File: src/rtl/swo_pkg.sv
package swo_pkg;

  typedef enum logic [1:0] {
    MODE_MAN_0 = 2'b00,
    MODE_MAN_1 = 2'b01,
    MODE_STAY  = 2'b10,
    MODE_RET   = 2'b11
  } swo_mode_e;

  typedef struct packed {
    swo_mode_e mode;
    logic      prim_b;
  } swo_cfg_t;

  localparam swo_cfg_t SWO_CFG_RST = '{mode: MODE_RET, prim_b: 1'b0};

  function automatic logic mode_is_auto(swo_mode_e m);
    return m[1];
  endfunction

  function automatic logic mode_is_ret(swo_mode_e m);
    return m == MODE_RET;
  endfunction

endpackage

File: src/rtl/swo_cfg_reg.sv
module swo_cfg_reg
  import swo_pkg::*;
(
  input  logic       clk,
  input  logic       rst,
  input  logic       we,
  input  logic [1:0] wmode,
  input  logic       wprim_b,
  output swo_cfg_t   cfg
);

  always_ff @(posedge clk) begin
    if (rst) begin
      cfg <= SWO_CFG_RST;
    end else if (we) begin
      cfg.mode   <= swo_mode_e'(wmode);
      cfg.prim_b <= wprim_b;
    end
  end

endmodule

File: src/rtl/swo_revert_timer.sv
module swo_revert_timer #(
  parameter int CNT_W = 8
) (
  input  logic             clk,
  input  logic             rst,
  input  logic             en,
  input  logic [CNT_W-1:0] limit,
  output logic             fire
);

  localparam int EXT_W = CNT_W + 1;

  logic [CNT_W-1:0] cnt;
  logic [EXT_W-1:0] cnt_inc;
  logic [EXT_W-1:0] lim_eff;

  always_comb begin
    cnt_inc = {1'b0, cnt} + EXT_W'(1);
    lim_eff = (limit == '0) ? EXT_W'(1) : {1'b0, limit};
    fire    = en && (cnt_inc >= lim_eff);
  end

  always_ff @(posedge clk) begin
    if (rst || !en || fire) cnt <= '0;
    else                    cnt <= cnt_inc[CNT_W-1:0];
  end

  logic chk_ok;
  always_ff @(posedge clk) chk_ok <= !rst;

  // a sample counted on one edge means the window was open on that edge
  a_r6_count_needs_window: assert property (@(posedge clk) disable iff (rst || !chk_ok)
    (cnt != '0) |-> $past(en));

endmodule

File: src/rtl/swo_select_fsm.sv
module swo_select_fsm
  import swo_pkg::*;
(
  input  logic     clk,
  input  logic     rst,
  input  swo_cfg_t cfg,
  input  logic     lost_a,
  input  logic     lost_b,
  input  logic     man_sel_b,
  input  logic     fire,
  output logic     tmr_en,
  output logic     sel_b,
  output logic     switch_pulse,
  output logic     both_lost
);

  logic lost_pri, lost_sec, on_sec, both, nxt_sel;

  always_comb begin
    lost_pri = cfg.prim_b ? lost_b : lost_a;
    lost_sec = cfg.prim_b ? lost_a : lost_b;
    on_sec   = (sel_b != cfg.prim_b);
    both     = lost_a && lost_b;
    tmr_en   = mode_is_ret(cfg.mode) && on_sec && !lost_pri;
    nxt_sel  = sel_b;
    if (!mode_is_auto(cfg.mode)) begin
      nxt_sel = man_sel_b;
    end else if (both) begin
      nxt_sel = sel_b;
    end else if (!on_sec) begin
      if (lost_pri && !lost_sec) nxt_sel = !cfg.prim_b;
    end else begin
      if ((lost_sec && !lost_pri) || fire) nxt_sel = cfg.prim_b;
    end
  end

  always_ff @(posedge clk) begin
    if (rst) begin
      sel_b        <= 1'b0;
      switch_pulse <= 1'b0;
      both_lost    <= 1'b0;
    end else begin
      sel_b        <= nxt_sel;
      switch_pulse <= (nxt_sel != sel_b);
      both_lost    <= both;
    end
  end

  logic chk_ok;
  always_ff @(posedge clk) chk_ok <= !rst;

  a_r9_pulse_marks_change: assert property (@(posedge clk) disable iff (rst || !chk_ok)
    switch_pulse == (sel_b != $past(sel_b)));

  a_r4_manual_follows: assert property (@(posedge clk) disable iff (rst || !chk_ok)
    $past(!mode_is_auto(cfg.mode)) |-> sel_b == $past(man_sel_b));

  a_r8_both_lost_holds: assert property (@(posedge clk) disable iff (rst || !chk_ok)
    $past(mode_is_auto(cfg.mode) && lost_a && lost_b) |-> $stable(sel_b));

  a_r5_failover: assert property (@(posedge clk) disable iff (rst || !chk_ok)
    $past(mode_is_auto(cfg.mode) && !on_sec && lost_pri && !lost_sec) |-> sel_b != $past(sel_b));

  a_r7_stay_on_backup: assert property (@(posedge clk) disable iff (rst || !chk_ok)
    $past(cfg.mode == MODE_STAY && on_sec && !lost_sec) |-> $stable(sel_b));

  a_r10_backup_lost: assert property (@(posedge clk) disable iff (rst || !chk_ok)
    $past(mode_is_auto(cfg.mode) && on_sec && lost_sec && !lost_pri) |-> sel_b == $past(cfg.prim_b));

endmodule

File: src/rtl/clk_switchover_ctrl.sv
module clk_switchover_ctrl
  import swo_pkg::*;
#(
  parameter int CNT_W = 8
) (
  input  logic             clk,
  input  logic             rst,
  input  logic             cfg_we,
  input  logic [1:0]       cfg_mode,
  input  logic             cfg_prim_b,
  input  logic             lost_a,
  input  logic             lost_b,
  input  logic             man_sel_b,
  input  logic [CNT_W-1:0] revert_samples,
  output logic             sel_b,
  output logic             switch_pulse,
  output logic             both_lost
);

  swo_cfg_t cfg;
  logic     tmr_en;
  logic     tmr_fire;

  swo_cfg_reg u_cfg (
    .clk     (clk),
    .rst     (rst),
    .we      (cfg_we),
    .wmode   (cfg_mode),
    .wprim_b (cfg_prim_b),
    .cfg     (cfg)
  );

  swo_revert_timer #(.CNT_W(CNT_W)) u_tmr (
    .clk   (clk),
    .rst   (rst),
    .en    (tmr_en),
    .limit (revert_samples),
    .fire  (tmr_fire)
  );

  swo_select_fsm u_fsm (
    .clk          (clk),
    .rst          (rst),
    .cfg          (cfg),
    .lost_a       (lost_a),
    .lost_b       (lost_b),
    .man_sel_b    (man_sel_b),
    .fire         (tmr_fire),
    .tmr_en       (tmr_en),
    .sel_b        (sel_b),
    .switch_pulse (switch_pulse),
    .both_lost    (both_lost)
  );

  a_r1_reset_state: assert property (@(posedge clk)
    $past(rst) |-> (!sel_b && !switch_pulse && !both_lost));

endmodule

File: config.mk
export PLATFORM = sky130hd
export DESIGN_NAME = clk_switchover_ctrl
export DESIGN_NICKNAME = d
export VERILOG_FILES = /design/src/rtl/swo_pkg.sv /design/src/rtl/swo_cfg_reg.sv /design/src/rtl/swo_revert_timer.sv /design/src/rtl/swo_select_fsm.sv /design/src/rtl/clk_switchover_ctrl.sv
export SDC_FILE = /design/constraint.sdc
export NUM_CORES = 1
export LEC_CHECK = 0
export ABC_CLOCK_PERIOD_IN_PS = 6800
export BUFFER_PORTS_ARGS = -buffer_cell sky130_fd_sc_hd__buf_2
export CORE_MARGIN = 2
export CORE_UTILIZATION = 40
export DETAILED_ROUTE_END_ITERATION = 10
export PLACE_DENSITY = 0.6
export SYNTH_ARGS = -nofsm -noshare
export SYNTH_HDL_FRONTEND = slang
export SYNTH_SLANG_ARGS = --single-unit
export TNS_END_PERCENT = 1
File: constraint.sdc
create_clock -name clk -period 6.8 [get_ports clk]
set_input_delay 0.68 -clock clk [delete_from_list [all_inputs] [get_ports clk]]
set_output_delay 0.68 -clock clk [all_outputs]
set_load 0.05 [all_outputs]
==> metrics.txt <==
worst skew pair latency 280 ps; Fillers 235; Crit Path Max Fanout 8; Worst Tran Pin Value 292 ps; Rel. slew slack 80.5%; Post-Route WL 1.67 mm; DR WL/cell 11.0 um; Starting Density 41.6%; area share of the largest cell type after synthesis 31.1%; vias in the first global route 646; DIE AREA 2650 um2; Root Driver clkbuf_4; Layout Cells excl Fill 152; Period minus WS final 2960 ps; Post-synth EDFFs 0; status complete, no violations; Critical Path Stages 11; Max Cap Viol 0; Inserted Diodes 0; largest stage delay on the critical path 620 ps; CTS buffer count 3; Synth async-reset ratio 0%; via count 754; DRC errors left 0; Mapped Area 902 um2; initial antenna violation count 0; Final setup viols 0; PD cells 171 nW/um2; crit path launch type register; Reg2Reg Capture Point u_tmr.cnt[6]$_SDFF_PP0_; Sw Ratio 27.0%; Worst VDD drop 0.113 mV; largest cells by area after synthesis dfxtp_1 31%, ha_1 12%, nor2b_2 5.8%, inv_1 4.2%, nor2b_1 4.2%; launch point of the worst reg-to-reg path u_tmr.cnt[0]$_SDFF_PP0_; Cell Int Power 0.132 mW; Starting DRT DRC Count 7; Unique masters post-synth 33; CTS Buffer Depth 2; most frequent cells after synthesis 14 x dfxtp_1, 10 x inv_1, 9 x ha_1, 9 x nor2_1; YS warnings 0; row count 17; Area Growth Syn to Fin 16.8%; I/O Buffers 19; crit path cell chain ha_1 -> nand3_1 -> nor2_1 -> xor2_1 -> ha_1 -> and3_4 -> a221oi_2 -> o31a_1 -> nand3_1 -> or4b_4 -> nor2b_2; H-tree Lvls 1; worst min path class reg2reg; syn_nets 129; CTS tree done; Worst EP required 7020 ps; cells after synthesis 103; Hold Fails Final Rpt 0; Clk pwr share 32.2%; gr ovfl total 0; Crit. End Element register; register area share after synthesis 31.1%; syn_area_per_cell 8.76 um2; Final Wtd Congestion 0.766; largest net degree at the start of global routing 11; Hold Startpoint u_tmr.cnt[0]$_SDFF_PP0_; share of layout cells above drive strength 1 28.2%; die height 51.5 um; Lkg Pwr 0.516 nW; Sink Count 14; clock slew at reported path FFs 80 ps; Max Transition Viols Final 0; Peak Freq 338 MHz; Placeable Area 2170 um2; count leader, synth dfxtp_1; RSZ-0062 raised after global routing false; CP arrival 3180 ps; die width 51.5 um; io pins 20; main flop type after synthesis dfxtp_1; via/cell ratio 4.96; setup slack, reg-to-reg 3840 ps; final layout net count 151; critical path's top delay family simple AND/OR/NAND/NOR gates; slowest stage cell, crit path or4b_4; Setup TNS 0 ps; cts hold-fix bufs 0; Tcrit/Tclk final 43.5%; WHS Path Cells 1; Layout Skew 3.62 ps; Comb pwr share 18.6%; 1st-pass router iterations 4; overall global routing resource usage 12.9%; first-pass GRT wire length 2.59 mm; Yosys top cell by area dfxtp_1; Psw 0.0487 mW; Post-CTS Setup Bufs 0; Buf/Inv on CP 0; placed insts 148; Routed Antenna Nets 0; WHS Endpoint u_tmr.cnt[0]$_SDFF_PP0_; number of synthesized register bits 14; post-cts resize count 0; reg2reg path depth 11; detailed placement HPWL 1.38 mm; Flop pwr share 49.2%; Crit Path Category reg2reg
## state kept, by name, summed over array words and instances, names as in the netlist
signal	count
u_cfg.cfg	3
u_tmr.cnt	8
u_fsm.sel_b	1
u_fsm.both_lost	1
u_fsm.switch_pulse	1
## area by class of cell
| class | instances | area [um2] | area share [%] |
|---|---|---|---|
| multi-input combinational | 76 | 566 | 53.7 |
| sequential | 14 | 280 | 26.6 |
| timing repair buffer | 19 | 95.1 | 9.03 |
| inverter | 11 | 41.3 | 3.92 |
| clock buffer | 4 | 36.3 | 3.44 |
| tap | 28 | 35.0 | 3.33 |
## through the flow
step	power, mW	setup slack (ps)	instance area [um2]	hold WS [ps]	util [%]
floorplan	0.113	4110	902	439	-
global placement	0.124	3880	1020	475	46.9
detailed placement	0.124	3850	1020	466	46.9
CTS	0.183	3810	1050	490	48.6
global route	0.190	3630	1050	509	48.6
finish	0.180	3840	1050	483	48.6
## power by group through the flow
| stage | Sequential, mW | Combinational, mW | Clock (mW) |
|---|---|---|---|
| detailed placement | 0.0906 | 0.0337 | 0 |
| finish | 0.0887 | 0.0335 | 0.0581 |
| global route | 0.0893 | 0.0368 | 0.0639 |
| floorplan | 0.0955 | 0.0177 | 0 |
| CTS | 0.0887 | 0.0339 | 0.0601 |
| global placement | 0.0905 | 0.0332 | 0 |
## kinds of logic (layout without fill, tap and decap cells)
group	after synthesis	count (layout)	synth area share (%)
compound gates	19	19	16.0
mux	2	2	2.36
simple gates	40	40	26.1
xor+xnor	6	6	5.83
flops	14	14	31.1
fa+ha+maj	9	9	12.5
buf+inv	13	34	6.24
## cell usage in the layout (no fill, tap or decap), types with 2 or more instances in the layout
cell type,instances
nor2b_1,6
o31a_1,2
inv_1,10
a21oi_1,3
nor2_1,9
o21ai_0,4
ha_1,9
nor2_2,2
xor2_1,3
dfxtp_1,14
nand2_1,5
nor2b_2,6
clkbuf_4,3
nand3_1,6
a21o_1,2
a211o_1,2
xnor2_1,3
buf_2,19
## worst register-to-register path, cell delays in order (launching register included)
cell      delay [ps]
dfxtp_1          400
ha_1             210
nand3_1          150
nor2_1           170
xor2_1           230
ha_1             280
and3_4           180
a221oi_2         230
o31a_1           190
nand3_1          110
or4b_4           620
nor2b_2          130
## worst max path at each step
| stage | end | slack [ps] | start |
|---|---|---|---|
| after floorplan | u_tmr.cnt[4]$_SDFF_PP0_ | 4110 | u_tmr.cnt[0]$_SDFF_PP0_ |
| after global placement | u_tmr.cnt[2]$_SDFF_PP0_ | 3880 | u_tmr.cnt[0]$_SDFF_PP0_ |
| after detailed placement | u_fsm.switch_pulse$_SDFF_PP0_ | 3850 | u_tmr.cnt[0]$_SDFF_PP0_ |
| after CTS | u_tmr.cnt[6]$_SDFF_PP0_ | 3810 | u_tmr.cnt[0]$_SDFF_PP0_ |
| after global routing | u_tmr.cnt[4]$_SDFF_PP0_ | 3630 | u_tmr.cnt[0]$_SDFF_PP0_ |
| final | u_tmr.cnt[6]$_SDFF_PP0_ | 3840 | u_tmr.cnt[0]$_SDFF_PP0_ |
## per-layer routing
| metal | global-route usage, % | share of wire (%) | up-vias |
|---|---|---|---|
| met1 | 14.2 | 45 | 328 |
| li1 | - | - | 401 |
| met4 | 5.26 | 0.72 | 0 |
| met3 | 1.72 | 5.3 | 2 |
| met5 | 0 | 0 | - |
| met2 | 24.6 | 49 | 23 |
Note: power is estimated with default switching activity, not from simulation.
